==> src/rtl/hyst_thr_pkg.sv <==
package hyst_thr_pkg;
  // strobes from sequencer to datapath
  typedef struct packed {
    logic load;    // capture operands, seed divider
    logic step;    // one restoring-divide iteration
    logic commit;  // scale, clamp, saturate, write band
  } thrCtl_t;
endpackage

==> src/rtl/hyst_thr_ctrl.sv <==
module hyst_thr_ctrl
  import hyst_thr_pkg::*;
#(
  parameter int QW = 21
) (
  input  logic    clk,
  input  logic    rstN,
  input  logic    updStb,
  output thrCtl_t ctl,
  output logic    busy
);
  localparam int CNTW = $clog2(QW + 1);

  typedef enum logic [1:0] {IDLE, RUN, DONE} seqSt_t;

  seqSt_t          st;
  logic [CNTW-1:0] cnt;

  always_ff @(posedge clk) begin
    if (!rstN) begin
      st  <= IDLE;
      cnt <= '0;
    end else begin
      case (st)
        IDLE: if (updStb) begin
          st  <= RUN;
          cnt <= CNTW'(QW);
        end
        RUN: begin
          cnt <= cnt - 1'b1;
          if (cnt == CNTW'(1)) st <= DONE;
        end
        DONE: st <= IDLE;
        default: st <= IDLE;
      endcase
    end
  end

  always_comb begin
    ctl.load   = (st == IDLE) && updStb;
    ctl.step   = (st == RUN);
    ctl.commit = (st == DONE);
    busy       = (st != IDLE);
  end

  // busy persists until the commit cycle
  p_busy_hold_r5: assert property (@(posedge clk) disable iff (!rstN)
    (busy && !ctl.commit) |=> busy);
  // a fresh computation starts with the full iteration count
  p_start_count_r5: assert property (@(posedge clk) disable iff (!rstN)
    $rose(busy) |-> (cnt == CNTW'(QW)));
  // a strobe on the commit cycle is not accepted
  p_no_chain_r6: assert property (@(posedge clk) disable iff (!rstN)
    ctl.commit |=> !busy);
  p_cnt_range_r5: assert property (@(posedge clk) disable iff (!rstN)
    cnt <= CNTW'(QW));
endmodule

==> src/rtl/hyst_thr_dp.sv <==
module hyst_thr_dp
  import hyst_thr_pkg::*;
#(
  parameter int DW   = 16,
  parameter int CW   = 12,
  parameter int FRAC = 8
) (
  input  logic                 clk,
  input  logic                 rstN,
  input  thrCtl_t              ctl,
  input  logic [DW-1:0]        initMag,
  input  logic [DW-1:0]        minMag,
  input  logic [CW-1:0]        halfCnt,
  input  logic                 updPol,
  input  logic signed [CW:0]   syncErr,
  input  logic [CW-1:0]        halfPer,
  input  logic                 errStb,
  input  logic                 errPol,
  input  logic signed [DW-1:0] errVal,
  output logic signed [DW-1:0] thrPos,
  output logic signed [DW-1:0] thrNeg,
  output logic                 satPos,
  output logic                 satNeg
);
  localparam int QW = CW + 1 + FRAC;   // quotient width
  localparam int PW = QW + DW + 2;     // product width
  localparam logic signed [PW-1:0] MAXV = PW'((2 ** (DW - 1)) - 1);
  localparam logic signed [PW-1:0] MINV = -MAXV;

  // band and overshoot state
  logic signed [DW-1:0] thrPosQ, thrNegQ, dPosQ, dNegQ;
  logic                 satPosQ, satNegQ;

  // captured operands and divider state
  logic [QW-1:0]        opQuo;
  logic [CW:0]          opRem;
  logic [CW-1:0]        opDiv;
  logic                 opDivZero;
  logic signed [DW:0]   opBase;
  logic signed [DW-1:0] opOwn;
  logic                 opPol;

  // operand preparation
  logic signed [CW+1:0] diff;
  logic [CW:0]          num;
  logic signed [DW-1:0] oppThr, oppD, ownD;
  logic signed [DW:0]   base;

  always_comb begin
    diff   = $signed({2'b00, halfCnt}) - $signed({syncErr[CW], syncErr});
    num    = diff[CW+1] ? '0 : diff[CW:0];
    oppThr = updPol ? thrNegQ : thrPosQ;
    oppD   = updPol ? dNegQ   : dPosQ;
    ownD   = updPol ? dPosQ   : dNegQ;
    base   = $signed({oppThr[DW-1], oppThr}) + $signed({oppD[DW-1], oppD});
  end

  // restoring divide iteration
  logic [CW+1:0] remSh, remSub;
  logic          fits;

  always_comb begin
    remSh  = {opRem, opQuo[QW-1]};
    remSub = remSh - {2'b00, opDiv};
    fits   = (remSh >= {2'b00, opDiv});
  end

  // scale, offset, clamp and saturation test
  logic signed [PW-1:0] prod, val;
  logic signed [DW-1:0] clampV;
  logic signed [DW:0]   clampExt, minS;
  logic                 satHit;

  always_comb begin
    prod = $signed({{(DW + 2){1'b0}}, opQuo}) * $signed({{(QW + 1){opBase[DW]}}, opBase});
    val  = -(prod >>> FRAC) - $signed({{(PW - DW){opOwn[DW-1]}}, opOwn});
    if (val > MAXV)      clampV = MAXV[DW-1:0];
    else if (val < MINV) clampV = MINV[DW-1:0];
    else                 clampV = val[DW-1:0];
    clampExt = $signed({clampV[DW-1], clampV});
    minS     = $signed({1'b0, minMag});
    satHit   = opDivZero || (opPol ? (clampExt < minS) : (clampExt > -minS));
  end

  always_ff @(posedge clk) begin
    if (!rstN) begin
      thrPosQ   <= $signed(initMag);
      thrNegQ   <= -$signed(initMag);
      dPosQ     <= '0;
      dNegQ     <= '0;
      satPosQ   <= 1'b0;
      satNegQ   <= 1'b0;
      opQuo     <= '0;
      opRem     <= '0;
      opDiv     <= '0;
      opDivZero <= 1'b0;
      opBase    <= '0;
      opOwn     <= '0;
      opPol     <= 1'b0;
    end else begin
      if (errStb) begin
        if (errPol) dPosQ <= errVal;
        else        dNegQ <= errVal;
      end
      if (ctl.load) begin
        opQuo     <= {num, {FRAC{1'b0}}};
        opRem     <= '0;
        opDiv     <= halfPer;
        opDivZero <= (halfPer == '0);
        opBase    <= base;
        opOwn     <= ownD;
        opPol     <= updPol;
      end else if (ctl.step) begin
        opRem <= fits ? remSub[CW:0] : remSh[CW:0];
        opQuo <= {opQuo[QW-2:0], fits};
      end
      if (ctl.commit) begin
        if (opPol) begin
          satPosQ <= satHit;
          if (!satHit) thrPosQ <= clampV;
        end else begin
          satNegQ <= satHit;
          if (!satHit) thrNegQ <= clampV;
        end
      end
    end
  end

  assign thrPos = thrPosQ;
  assign thrNeg = thrNegQ;
  assign satPos = satPosQ;
  assign satNeg = satNegQ;

  // bands move only on a commit cycle
  p_band_quiet_r5: assert property (@(posedge clk) disable iff (!rstN)
    !ctl.commit |=> ($stable(thrPosQ) && $stable(thrNegQ)));
  // updating one band leaves the other alone
  p_pos_only_r10: assert property (@(posedge clk) disable iff (!rstN)
    (ctl.commit && opPol) |=> $stable(thrNegQ));
  p_neg_only_r10: assert property (@(posedge clk) disable iff (!rstN)
    (ctl.commit && !opPol) |=> $stable(thrPosQ));
  // a saturated result holds the band and raises its flag
  p_sat_hold_r7: assert property (@(posedge clk) disable iff (!rstN)
    (ctl.commit && satHit && opPol) |=> ($stable(thrPosQ) && satPosQ));
  // the most negative code never appears after a commit
  p_range_r11: assert property (@(posedge clk) disable iff (!rstN)
    ctl.commit |=> (thrNegQ != {1'b1, {(DW - 1){1'b0}}}));
  // restoring remainder stays below the divisor
  p_rem_bound_r2: assert property (@(posedge clk) disable iff (!rstN)
    ctl.step |-> (opDivZero || (opRem < {1'b0, opDiv})));
endmodule

==> src/rtl/hyst_thr_calc.sv <==
module hyst_thr_calc
  import hyst_thr_pkg::*;
#(
  parameter int DW   = 16,
  parameter int CW   = 12,
  parameter int FRAC = 8
) (
  input  logic                 clk,
  input  logic                 rstN,
  input  logic [DW-1:0]        initMag,
  input  logic [DW-1:0]        minMag,
  input  logic [CW-1:0]        halfCnt,
  input  logic                 updStb,
  input  logic                 updPol,
  input  logic signed [CW:0]   syncErr,
  input  logic [CW-1:0]        halfPer,
  input  logic                 errStb,
  input  logic                 errPol,
  input  logic signed [DW-1:0] errVal,
  output logic signed [DW-1:0] thrPos,
  output logic signed [DW-1:0] thrNeg,
  output logic                 satPos,
  output logic                 satNeg,
  output logic                 busy
);
  localparam int QW = CW + 1 + FRAC;

  thrCtl_t ctl;

  hyst_thr_ctrl #(.QW(QW)) u_ctrl (
    .clk    (clk),
    .rstN   (rstN),
    .updStb (updStb),
    .ctl    (ctl),
    .busy   (busy)
  );

  hyst_thr_dp #(.DW(DW), .CW(CW), .FRAC(FRAC)) u_dp (
    .clk     (clk),
    .rstN    (rstN),
    .ctl     (ctl),
    .initMag (initMag),
    .minMag  (minMag),
    .halfCnt (halfCnt),
    .updPol  (updPol),
    .syncErr (syncErr),
    .halfPer (halfPer),
    .errStb  (errStb),
    .errPol  (errPol),
    .errVal  (errVal),
    .thrPos  (thrPos),
    .thrNeg  (thrNeg),
    .satPos  (satPos),
    .satNeg  (satNeg)
  );
endmodule

==> config.mk <==
export PLATFORM = sky130hd
export DESIGN_NAME = hyst_thr_calc
export DESIGN_NICKNAME = d
export VERILOG_FILES = /design/src/rtl/hyst_thr_pkg.sv /design/src/rtl/hyst_thr_ctrl.sv /design/src/rtl/hyst_thr_dp.sv /design/src/rtl/hyst_thr_calc.sv
export SDC_FILE = /design/constraint.sdc
export NUM_CORES = 1
export LEC_CHECK = 0
export BUFFER_PORTS_ARGS = -buffer_cell sky130_fd_sc_hd__buf_2
export CORE_MARGIN = 2
export CORE_UTILIZATION = 55
export DETAILED_ROUTE_END_ITERATION = 8
export HOLD_SLACK_MARGIN = 0.05
export PLACE_DENSITY = 0.76
export SLEW_MARGIN = 5
export SYNTH_ARGS = -nofsm -noshare
export SYNTH_HDL_FRONTEND = slang
export SYNTH_SLANG_ARGS = --single-unit
==> constraint.sdc <==
create_clock -name clk -period 11.2 [get_ports clk]
set_input_delay 2.24 -clock clk [delete_from_list [all_inputs] [get_ports clk]]
set_output_delay 2.24 -clock clk [all_outputs]
set_load 0.01 [all_outputs]
[After elaboration in Yosys (flattened, before gate mapping)]
Index checks and enable logic that the tools add are counted.
Widths: inputs -> output; s select.
Word-level totals
  bits in registers: 154
  bits in latches: 0
  RAM bits: 0
  ROM bits: 0
  output and inout port bits: 35
  memories kept: 0
Operators by class
  $add $sub $neg: 8
  $mul: 1
  divide/modulo/power cells: 0
  $lt $le $gt $ge: 5
  eq/ne operators: 9
  shift operators: 0
  mux-type cells: 22
  bitwise gates (word level): 3
  reductions and logical operators: 16
Operator list (count)
  $mux 16: 12
  $mux 21: 2
  $gt 39x16->1 const B: 1
  $lt 39x16->1 const B: 1
  $mul 22x17->39: 1
  $neg 31->39: 1
  $sub 39x16->39: 1
  $mux 13: 2
  $add 16x16->17: 1
  $gt 16x17->1: 1
  $lt 16x17->1: 1
  $neg 16->17: 1
  $neg 16->16: 1
  $ge 14x12->1: 1
  $sub 13x13->14: 1
  $sub 13x12->13: 1
  $logic_not 12->1: 1
  $reduce_and 2->1: 6
  $pmux 5 s2: 1
  $ne 2x1->1 const B: 3
  $ne 2x2->1 const B: 3
  $reduce_and 3->1: 2
  $reduce_bool 2->1: 3
  $eq 5x1->1 const B: 1
  12 further kinds: 15

[Longest topological paths before layout]
Gate-level depths: netlist (run 1).
  depth after elaboration: 13
  mapped depth: 53
  depth with buffers taken out: 50

[Cells and area by module]
Synthesis (run 1) repeated with hierarchy kept, for this count alone.
Second synthesis, totals
  cells, all modules: 2785
  area total of the unflattened synthesis: 23672.7 um2
Modules (own cells, without submodules)
  hyst_thr_dp: instances 1, cells each 2746, area an instance 23312.4 um2, sequential area each 3263.1 um2
  hyst_thr_ctrl: instances 1, cells each 39, area an instance 360.3 um2, sequential area each 140.1 um2

[Worst setup path before layout (run 1)]
OpenSTA, ideal clock, no wires.
  path type: register -> register
  from: register u_dp.opQuo[5]
  to: register u_dp.thrNegQ[0] (netlist: u_dp.thrNeg[0]) (enable)
  library setup time: 0.382 ns
  arrival: 11.782 ns
  required time: 10.818 ns
  path slack: -0.964 ns
  cell stages (with the launch flop): 48
  path buffers: 4
  period minus slack after synthesis: 12.164 ns
  cells stage by stage: dfxtp_1 > clkbuf_1 > clkbuf_1 > nand2_1 > fa_1 > inv_1 > fa_1 > inv_1 > fa_1 > inv_1 > fa_1 > fa_1 > fa_1 > ha_1 > a21o_1 > a21o_1 > or3_1 > o21a_1 > [... 12 more ...] > a31oi_1 > or4b_1 > nand4b_1 > a2111oi_4 > a21oi_2 > buf_2 > o21bai_1 > ha_1 > a21o_1 > a21o_1 > a21oi_1 > nor2b_1 > o21ai_0 > nand2b_1 > nor4b_1 > a221o_1 > a31oi_1 > a32oi_2
On the way
  longest elaborated chain between the ends: 11
  elaborated cells on any way between the ends: 13
  those cells by class: 2 x add/sub; 1 x mul; 4 x order compare; 1 x eq/ne; 3 x mux; 2 x reduce/logical
Ends and longest elaborated chain
  start, declared: RTL line hyst_thr_dp.sv:35  | logic [QW-1:0] opQuo;
  start signal, assigned: RTL line hyst_thr_dp.sv:106  | opQuo <= {num, {FRAC{1'b0}}};
  start signal, assigned: RTL line hyst_thr_dp.sv:115  | opQuo <= {opQuo[QW-2:0], fits};
  $mul 22x17->39 *: RTL line hyst_thr_dp.sv:75  | prod = $signed({{(DW + 2){1'b0}}, opQuo}) * $signed({{(QW + 1){opBase[DW]}}, opBase});
  $neg 31->39 *: RTL line hyst_thr_dp.sv:76  | val = -(prod >>> FRAC) - $signed({{(PW - DW){opOwn[DW-1]}}, opOwn});
  $sub 39x16->39 *: RTL line hyst_thr_dp.sv:76
  $lt 39x16->1: RTL line hyst_thr_dp.sv:78  | else if (val < MINV) clampV = MINV[DW-1:0];
  $mux 16: RTL line hyst_thr_dp.sv:78
  $mux 16 *: RTL line hyst_thr_dp.sv:77  | if (val > MAXV) clampV = MAXV[DW-1:0];
  $gt 16x17->1 or $lt 16x17->1 (tied branches): RTL line hyst_thr_dp.sv:82  | satHit = opDivZero || (opPol ? (clampExt < minS) : (clampExt > -minS));
  $mux 1 *: RTL line hyst_thr_dp.sv:82
  $logic_or 1x1->1 *: RTL line hyst_thr_dp.sv:82
  $ne 2x2->1 (no line) *
  $reduce_and 3->1 (no line) *
  end signal, assigned: RTL line hyst_thr_dp.sv:88  | thrNegQ <= -$signed(initMag);
  end signal, assigned: RTL line hyst_thr_dp.sv:123  | if (!satHit) thrNegQ <= clampV;
  end, declared: RTL line hyst_thr_dp.sv:31  | logic signed [DW-1:0] thrPosQ, thrNegQ, dPosQ, dNegQ;
Every way passes the cells marked *; elsewhere a longest branch is shown, timed or not.
A chain may end at the register's enable or synchronous reset.

[Final worst setup path (run 1)]
  from: register u_dp.opBase[7]
  to: register u_dp.thrNegQ[6] (netlist: u_dp.thrNeg[6]) (enable)
On the way
  longest elaborated chain between the ends: 11
  elaborated cells on any way between the ends: 13
  those cells by class: 2 x add/sub; 1 x mul; 4 x order compare; 1 x eq/ne; 3 x mux; 2 x reduce/logical
Ends and longest elaborated chain
  start, declared: RTL line hyst_thr_dp.sv:39  | logic signed [DW:0] opBase;
  start signal, assigned: RTL line hyst_thr_dp.sv:110  | opBase <= base;
  $mul 22x17->39 *: RTL line hyst_thr_dp.sv:75
  $neg 31->39 *: RTL line hyst_thr_dp.sv:76
  $sub 39x16->39 *: RTL line hyst_thr_dp.sv:76
  $lt 39x16->1: RTL line hyst_thr_dp.sv:78
  $mux 16: RTL line hyst_thr_dp.sv:78
  $mux 16 *: RTL line hyst_thr_dp.sv:77
  $gt 16x17->1 or $lt 16x17->1 (tied branches): RTL line hyst_thr_dp.sv:82
  $mux 1 *: RTL line hyst_thr_dp.sv:82
  $logic_or 1x1->1 *: RTL line hyst_thr_dp.sv:82
  $ne 2x2->1 (no line) *
  $reduce_and 3->1 (no line) *
Marks and branches as above.

==> results of run 1 <==
==> area by class of cell <==
| cell class | count | area [um^2] |
|---|---|---|
| flip-flops and latches | 154 | 3450 |
| well taps | 585 | 732 |
| multi-input cells | 2114 | 18600 |
| repair buffers | 342 | 2370 |
| fillers | 3519 | 15500 |
| clock inverters | 13 | 135 |
| inverters | 434 | 1630 |
| clock buffers | 19 | 464 |
==> placed cells by master, fill, tap and decap left out, types with 98 or more instances in the layout <==
cell type    n
buf_4      203
a21oi_1    103
nor2_1     134
nand2_1    435
dfxtp_1     98
fa_1       276
ha_1       253
inv_1      429
buf_2      124
and2_1     174
==> timing repair <==
item                       CTS  global route
pin swaps                   34            52
gates cloned                 2             1
setup buffers               25             8
resized for setup           49            86
setup endpoints to repair   33            34
==> sequential cells by signal, summed over array words and instances, names as in the netlist <==
name            cells
u_dp.opQuo         21
u_dp.opBase        17
u_dp.dNegQ         16
u_dp.dPosQ         16
u_dp.opOwn         16
u_dp.thrNeg        16
u_dp.thrPos        16
u_dp.opRem         13
u_dp.opDiv         12
u_ctrl.cnt          5
u_ctrl.st           2
u_dp.opDivZero      1
u_dp.opPol          1
u_dp.satNeg         1
u_dp.satPos         1
==> power breakdown <==
part | leakage (nW) | internal (mW) | switching (mW)
logic | 11.5 | 1.69 | 2.23
clock network | 0.301 | 0.332 | 0.272
registers | 1.32 | 0.669 | 0.0807
==> worst register-to-register path, delay by kind of cell (launching register included) <==
| family | cells | cell delay, ns |
|---|---|---|
| xor gates and xnor gates | 1 | 0.12 |
| DFF | 1 | 0.37 |
| and+or+nand+nor | 9 | 1.91 |
| adders and majority gates | 10 | 4.28 |
| AOI/OAI and AO/OA | 22 | 3.87 |
| buffers and inverters | 4 | 0.37 |
==> through the flow <==
| step | hold WS, ns | setup WS [ns] | cells |
|---|---|---|---|
| 2_1_floorplan | 0.436 | 0.0246 | 2854 |
| 3_5_place_dp | 0.451 | -0.206 | 3594 |
| 6_report | 0.461 | 0.0180 | 3661 |
| 5_1_grt | 0.481 | -0.481 | 3661 |
| 4_1_cts | 0.461 | 0.00554 | 3653 |
| 3_3_place_gp | 0.446 | 0.00968 | 3594 |
==> layer usage <==
metal / vias up / share of wire / GRT usage
met5: - / 0.00015 / 0
met4: 2 / 0.027 / 0.0816
met3: 121 / 0.077 / 0.0590
met2: 781 / 0.49 / 0.525
met1: 10123 / 0.41 / 0.399
li1: 9632 / - / -
==> cell families after synthesis <==
family | count (synthesis)
compound gates | 443
xor+xnor | 101
fa+ha+maj | 552
buf+inv | 586
flops | 154
mux | 62
simple gates | 956
==> final timing paths <==
path | start | to | slack, ns
setup / recovery | u_dp.opBase[7] | u_dp.thrNeg[6] | 0.02
hold / removal | u_dp.opDiv[7] | u_dp.opDiv[7] | 0.46
setup reg to reg | u_dp.opBase[7] | u_dp.thrNeg[6] | 0.02
hold reg to reg | u_dp.opDiv[7] | u_dp.opDiv[7] | 0.46
==> impl_summary.log, run 1 <==
[metrics] number of CTS-inserted buffers: 17
[metrics] Pleak: 13.1 nW
[metrics] worst IR drop on VDD: 0.200 mV
[metrics] post-route cell area: 27400 um^2
[metrics] WL/cell: 18.4 um
[metrics] number of failing setup endpoints in the final timing report: 0
[metrics] Synth area leader: fa_1
[metrics] Netlist Area Pre-Place: 23700 um^2
[metrics] CP bufs+invs: 4
[metrics] peak fanout along the critical path: 8
[metrics] number of unique standard cell types used by synthesis: 85
[metrics] gate count after technology mapping: 2854
[metrics] number of global-route vias before repair: 21088
[metrics] worst stage delay on the critical path: 0.60 ns
[metrics] TritonCTS sink count: 154
[metrics] number of H-tree levels: 4
[metrics] Starting Density: 0.554
[metrics] Die Y-Extent: 212 um
[metrics] cell area after placement: 26000 um^2
[metrics] status: finished, final reports clean
[metrics] setup repair after global routing missed its margin: true
[metrics] required time worst endpoint: 11.37 ns
[metrics] cell occurring most often along the worst timing path: a21o_1
[metrics] number of DRC markers in iteration 0: 1640
[metrics] commonest cells in the netlist: 437 x nand2_1, 433 x inv_1, 287 x fa_1
[metrics] warnings from Yosys: 0
[metrics] Remaining Overflow, GRT: 0
[metrics] final number of max-transition violations: 0
[metrics] via count: 20659
[metrics] Crit path depth: 46
[metrics] CTS Root Buffer Type: clkbuf_16
[metrics] area share of the leading cell type in the synthesized netlist: 0.242
[metrics] average footprint of a synthesized cell: 8.32 um^2
[metrics] CTS tree: yes
[metrics] data arrival at the endpoint of the critical path: 11.35 ns
[metrics] pin slew with the least headroom to its limit: 1.20 ns
[metrics] antenna violations before repair: 1
[metrics] leading register cell type out of synthesis: dfxtp_1
[metrics] number of stages on the worst hold path: 2
[metrics] number of buffers inserted by port buffering: 125
[metrics] Compound-Gate Fraction of Synth Area: 0.125
[metrics] Power Dens Cells: 193 nW/um^2
[metrics] Layout Area Growth over Synthesis: 15.4%
[metrics] worst reg-to-reg path cell count: 46
[metrics] gp weighted congestion: 0.938
[metrics] largest family of logic cells by synthesized area: adder cells
[metrics] count of inserted antenna diode cells: 0
[metrics] first-pass GRT wire length: 109000 um
[metrics] core region area: 42900 um^2
[metrics] nature of the critical path startpoint: flop
[metrics] most frequent cell after synthesis: nand2_1
[metrics] critical path's top delay family: adder cells
[metrics] clock latency of the later-clocked register in the worst-skew pair: 0.45 ns
[metrics] worst hold-check path type: reg -> reg
[metrics] slowest stage cell on the critical path: fa_2
[metrics] Total Die Area: 44900 um^2
[metrics] dominant cells by area after synthesis: fa_1 24%, ha_1 14%, dfxtp_1 10%
[metrics] clock-pin slew on the worst setup and hold paths: 0.07 ns
[metrics] gr usage total: 0.307
[metrics] hold buffer count at cts: 0
[metrics] number of nets with antenna violations after detailed routing: 0
[metrics] Layout Nets: 3706
[metrics] Vias per Instance: 5.64
[metrics] fin crit period: 11.18 ns
[metrics] start-to-end type of the worst setup path: reg -> reg
[metrics] headroom to the max-slew limit: 0.198
[metrics] first drt pass iteration count: 5
[metrics] Synthesized Nets: 3497
[metrics] XOR/XNOR Fraction of Synth Area: 0.0372
[metrics] I/O pins: 126
[metrics] layout cell share with drive strength beyond 1: 0.176
[metrics] count of state elements after synthesis: 154
[metrics] DRC violations left: 0
[metrics] final total power: 5.28 mW
[metrics] Post-Route Skew: 0.0149 ns
[metrics] share of synthesized area occupied by flip-flops and latches: 0.143
[metrics] final wirelength: 67300 um
[metrics] chip width: 212 um
[metrics] post-synthesis share of cell area spent on full adders, half adders and majority gates: 0.382
[metrics] total negative slack: 0 ns
[metrics] type of destination of the critical path: flop
[metrics] num rows: 76
[metrics] Max Fclk: 0.0894 GHz
[metrics] total half-perimeter wirelength after legalization and detailed placement: 54800 um
[metrics] number of maximum-capacitance violations: 0
[metrics] maximum number of pins on one net before global-route repair: 77
[metrics] share of the cycle needed by the critical path after routing: 0.998
[metrics] count of flip-flops with a built-in enable after synthesis: 32
[metrics] post-synthesis async set-or-reset flop share: 0
[metrics] CTS max path bufs: 2
[metrics] mux cell area share after synthesis: 0.0279
[metrics] basic-gate share of the synthesized area counting and, or, nand and nor cells: 0.191
[metrics] number of hold-slack violations in the final timing report: 0
[metrics] final design utilization: 0.639
Power figures use the tool's default switching activity.
==> run 2, diff against run 1 <==
--- a/config.mk
+++ b/config.mk
@@ -5,12 +5,14 @@
 export SDC_FILE = /design/constraint.sdc
 export NUM_CORES = 1
 export LEC_CHECK = 0
+export ABC_AREA = 1
 export BUFFER_PORTS_ARGS = -buffer_cell sky130_fd_sc_hd__buf_2
 export CORE_MARGIN = 2
 export CORE_UTILIZATION = 55
 export DETAILED_ROUTE_END_ITERATION = 8
 export HOLD_SLACK_MARGIN = 0.05
-export PLACE_DENSITY = 0.76
+export PLACE_DENSITY = 0.73
+export SETUP_SLACK_MARGIN = 0.3
 export SLEW_MARGIN = 5
 export SYNTH_ARGS = -nofsm -noshare
 export SYNTH_HDL_FRONTEND = slang
==> constraint.sdc (replaced) <==
create_clock -name clk -period 10.7 [get_ports clk]
set_input_delay 2.14 -clock clk [delete_from_list [all_inputs] [get_ports clk]]
set_output_delay 2.14 -clock clk [all_outputs]
set_load 0.01 [all_outputs]
==> run 2 against run 1 <==
Sequential power grew 6.0%; count of clock-buffer cells in the layout shrank 1; global-route usage is essentially flat; register-to-register slack better by 0.69 ns; sequential share of layout area rose by 0.17 points; worst hold slack gained 0.023 ns; largest power group unchanged.
==> impl_summary.log, run 2 <==
[metrics] number of CTS-inserted buffers: 17 (unchanged)
[metrics] gp weighted congestion: 0.948 (was 0.938)
[metrics] Layout Nets: 4133 (was 3706)
[metrics] I/O pins: 126 (unchanged)
[metrics] post-synthesis async set-or-reset flop share: 0 (unchanged)
[metrics] pin slew with the least headroom to its limit: 1.06 ns (was 1.20 ns)
[metrics] CTS tree: yes (unchanged)
[metrics] final wirelength: 68500 um (was 67300 um)
[metrics] Vias per Instance: 5.36 (was 5.64)
[metrics] final total power: 5.72 mW (was 5.28 mW)
[metrics] critical path's top delay family: adder cells (unchanged)
[metrics] Post-Route Skew: 0.0141 ns (was 0.0149 ns)
[metrics] number of buffers inserted by port buffering: 125 (unchanged)
[metrics] antenna violations before repair: 0 (was 1)
[metrics] clock latency of the later-clocked register in the worst-skew pair: 0.45 ns (about the same)
[metrics] largest family of logic cells by synthesized area: adder cells (unchanged)
[metrics] TritonCTS sink count: 154 (unchanged)
[metrics] hold path startpoint: u_dp.opBase[8] (was u_dp.opDiv[7])
[metrics] hold buffer count at cts: 0 (unchanged)
[metrics] required time worst endpoint: 10.88 ns (was 11.37 ns)
[metrics] number of DRC markers in iteration 0: 1657 (was 1640)
[metrics] number of unique standard cell types used by synthesis: 53 (was 85)
[metrics] gate count after technology mapping: 3363 (was 2854)
[metrics] slowest stage cell on the critical path: fa_1 (was fa_2)
[metrics] mux cell area share after synthesis: 0.00665 (was 0.0279)
[metrics] setup repair after global routing missed its margin: false (was true)
[metrics] XOR/XNOR Fraction of Synth Area: 0.0233 (was 0.0372)
[metrics] Largest regs: u_dp.opQuo x21, u_dp.opBase x17 (unchanged)
[metrics] share of the cycle needed by the critical path after routing: 0.934 (was 0.998)
[metrics] area share of the leading cell type in the synthesized netlist: 0.239 (was 0.242)
[metrics] Synthesized Nets: 4006 (was 3497)
[metrics] filler instances: 3854 (was 3519)
[metrics] worst reg-to-reg path cell count: 49 (was 46)
[metrics] Total Die Area: 45500 um^2 (was 44900 um^2)
[metrics] worst stage delay on the critical path: 0.57 ns (was 0.60 ns)
[metrics] most frequent cell after synthesis: nand2_1 (unchanged)
[metrics] Pleak: 15.1 nW (was 13.1 nW)
[metrics] Starting Density: 0.558 (was 0.554)
[metrics] chip width: 213 um (was 212 um)
[metrics] number of nets with antenna violations after detailed routing: 0 (unchanged)
[metrics] layout cell share with drive strength beyond 1: 0.139 (was 0.176)
[metrics] gr usage total: 0.307 (about the same)
[metrics] reg2reg start: u_dp.opBase[11] (was u_dp.opBase[7])
[metrics] first-pass GRT wire length: 110000 um (was 109000 um)
[metrics] num rows: 76 (unchanged)
[metrics] Critical R2R Capture: u_dp.thrPos[5] (was u_dp.thrNeg[6])
[metrics] basic-gate share of the synthesized area counting and, or, nand and nor cells: 0.225 (was 0.191)
[metrics] via count: 21915 (was 20659)
[metrics] number of H-tree levels: 4 (unchanged)
[metrics] dominant cells by area after synthesis: fa_1 24%, ha_1 14%, nand2_1 14% (was fa_1 24%, ha_1 14%, dfxtp_1 10%)
[metrics] average footprint of a synthesized cell: 7.16 um^2 (was 8.32 um^2)
[metrics] type of destination of the critical path: flop (unchanged)
[metrics] nature of the critical path startpoint: flop (unchanged)
[metrics] leading register cell type out of synthesis: dfxtp_1 (unchanged)
[metrics] start-to-end type of the worst setup path: reg -> reg (unchanged)
[metrics] cell area after placement: 25700 um^2 (was 26000 um^2)
[metrics] Power Dens Cells: 210 nW/um^2 (was 193 nW/um^2)
[metrics] worst IR drop on VDD: 0.155 mV (was 0.200 mV)
[metrics] CP bufs+invs: 10 (was 4)
[metrics] number of stages on the worst hold path: 2 (unchanged)
[metrics] number of failing setup endpoints in the final timing report: 0 (unchanged)
[metrics] Fin Hold WS: 0.484 ns (was 0.461 ns)
[metrics] post-route cell area: 27300 um^2 (was 27400 um^2)
[metrics] Largest Register: u_dp.opQuo (unchanged)
[metrics] DRC violations left: 0 (unchanged)
[metrics] most common cell after layout, fill and taps aside: nand2_1 (unchanged)
[metrics] status: finished, final reports clean (unchanged)
[metrics] count of state elements after synthesis: 154 (unchanged)
[metrics] worst hold-check path type: reg -> reg (unchanged)
[metrics] core region area: 43200 um^2 (was 42900 um^2)
[metrics] count of flip-flops with a built-in enable after synthesis: 32 (unchanged)
[metrics] CTS max path bufs: 2 (unchanged)
[metrics] share of synthesized area occupied by flip-flops and latches: 0.141 (was 0.143)
[metrics] Synth area leader: fa_1 (unchanged)
[metrics] reg-to-reg slack, setup: 0.71 ns (was 0.02 ns)
[metrics] warnings from Yosys: 0 (unchanged)
[metrics] number of maximum-capacitance violations: 0 (unchanged)
[metrics] Layout Area Growth over Synthesis: 13.4% (was 15.4%)
[metrics] commonest cells in the netlist: 883 x nand2_1, 748 x inv_1, 287 x fa_1 (was 437 x nand2_1, 433 x inv_1, 287 x fa_1)
[metrics] WL/cell: 16.8 um (was 18.4 um)
[metrics] Max Fclk: 0.100 GHz (was 0.0894 GHz)
[metrics] headroom to the max-slew limit: 0.290 (was 0.198)
[metrics] CTS Root Buffer Type: clkbuf_16 (unchanged)
[metrics] data arrival at the endpoint of the critical path: 10.17 ns (was 11.35 ns)
[metrics] clock-pin slew on the worst setup and hold paths: 0.07 ns (about the same)
[metrics] first drt pass iteration count: 6 (was 5)
[metrics] number of hold-slack violations in the final timing report: 0 (unchanged)
[metrics] fin crit period: 9.99 ns (was 11.18 ns)
[metrics] most frequent cells in the layout: 870 x nand2_1, 746 x inv_1, 283 x fa_1 (was 435 x nand2_1, 429 x inv_1, 276 x fa_1)
[metrics] Compound-Gate Fraction of Synth Area: 0.0888 (was 0.125)
[metrics] Remaining Overflow, GRT: 0 (unchanged)
[metrics] Die Y-Extent: 213 um (was 212 um)
[metrics] number of global-route vias before repair: 21842 (was 21088)
[metrics] end of the worst hold path: u_dp.opBase[8] (was u_dp.opDiv[7])
[metrics] maximum number of pins on one net before global-route repair: 84 (was 77)
[metrics] total negative slack: 0 ns (unchanged)
[metrics] final number of max-transition violations: 0 (unchanged)
[metrics] total half-perimeter wirelength after legalization and detailed placement: 55100 um (was 54800 um)
[metrics] number of flip-flops in the largest register: 21 (unchanged)
[metrics] post-synthesis share of cell area spent on full adders, half adders and majority gates: 0.376 (was 0.382)
[metrics] peak fanout along the critical path: 9 (was 8)
[metrics] Netlist Area Pre-Place: 24100 um^2 (was 23700 um^2)
-- run 2: cell types whose count changed after synthesis, moves of 30 or more --
cell	previous run	this run
and2_1	178	3
a21boi_0	47	1
xnor2_1	56	26
mux2_2	32	0
inv_1	433	748
o21ai_0	77	133
nand2_1	437	883
nand3_1	28	85
nor2_1	139	212
clkbuf_1	134	99
-- run 2: routing by layer --
| metal | routed length, um | global-route usage | vias up |
|---|---|---|---|
| met5 | 0 | 0 | - |
| met4 | 2500 | 0.103 | 0 |
| met3 | 4880 | 0.0512 | 144 |
| met2 | 32600 | 0.514 | 801 |
| met1 | 28600 | 0.405 | 10455 |
| li1 | - | - | 10515 |
-- run 2: what timing repair did --
action / CTS / global route
setup buffers: 0 / 18
endpoints found under the setup margin: 34 / 34
pin swaps: 0 / 51
gates cloned: 0 / 2
gates resized for setup: 19 / 207
-- run 2: cells by family after synthesis --
kind of cell / Yosys count
and+or+nand+nor: 1314
buffers and inverters: 886
adders and majority gates: 552
AOI/OAI and AO/OA: 377
DFF: 154
xor gates and xnor gates: 64
muxes: 16
-- run 2: stage by stage --
step | worst slack [ns] | utilization | std cells
final | 0.710 | 0.633 | 4089
after global routing | 0.197 | 0.633 | 4088
after CTS | 0.313 | 0.609 | 4068
after detailed placement | -0.385 | 0.595 | 4036
after global placement | -0.371 | 0.595 | 4036
after floorplan | 0.514 | - | 3363
-- run 2: worst min-delay path, cell delays in order, from the launching register on --
cell	delay, ns
dfxtp_1	0.33
nand2_1	0.07
nand2_1	0.04
-- run 2: report_power, final --
group	internal (mW)	switching (mW)
logic	1.58	2.72
clock network	0.345	0.279
registers	0.700	0.0952
-- run 2: worst max path at each step --
| stage | slack (ns) | end | cells past startpoint | start |
|---|---|---|---|---|
| finish | 0.71 | u_dp.thrPos[5] | 49 | u_dp.opBase[11] |
| global route | 0.20 | u_dp.thrPos[5] | 56 | u_dp.opBase[7] |
| CTS | 0.31 | u_dp.thrPos[12] | 50 | u_dp.opBase[6] |
| detailed placement | -0.39 | u_dp.thrPos[12] | 49 | u_dp.opBase[11] |
| global placement | -0.37 | u_dp.thrPos[11] | 51 | u_dp.opBase[11] |
| floorplan | 0.51 | u_dp.thrPos[0] | 50 | u_dp.opQuo[8] |
-- run 2: final cells by class --
| cell class | instances | area (um^2) | share of cell area |
|---|---|---|---|
| flip-flops and latches | 154 | 3480 | 0.128 |
| well taps | 585 | 732 | 0.0268 |
| clock inverters | 14 | 141 | 0.00518 |
| repair buffers | 229 | 1640 | 0.0599 |
| inverters | 765 | 2870 | 0.105 |
| diodes | 1 | 2.50 | 0.0000916 |
| multi-input cells | 2323 | 18000 | 0.660 |
| clock buffers | 18 | 429 | 0.0157 |
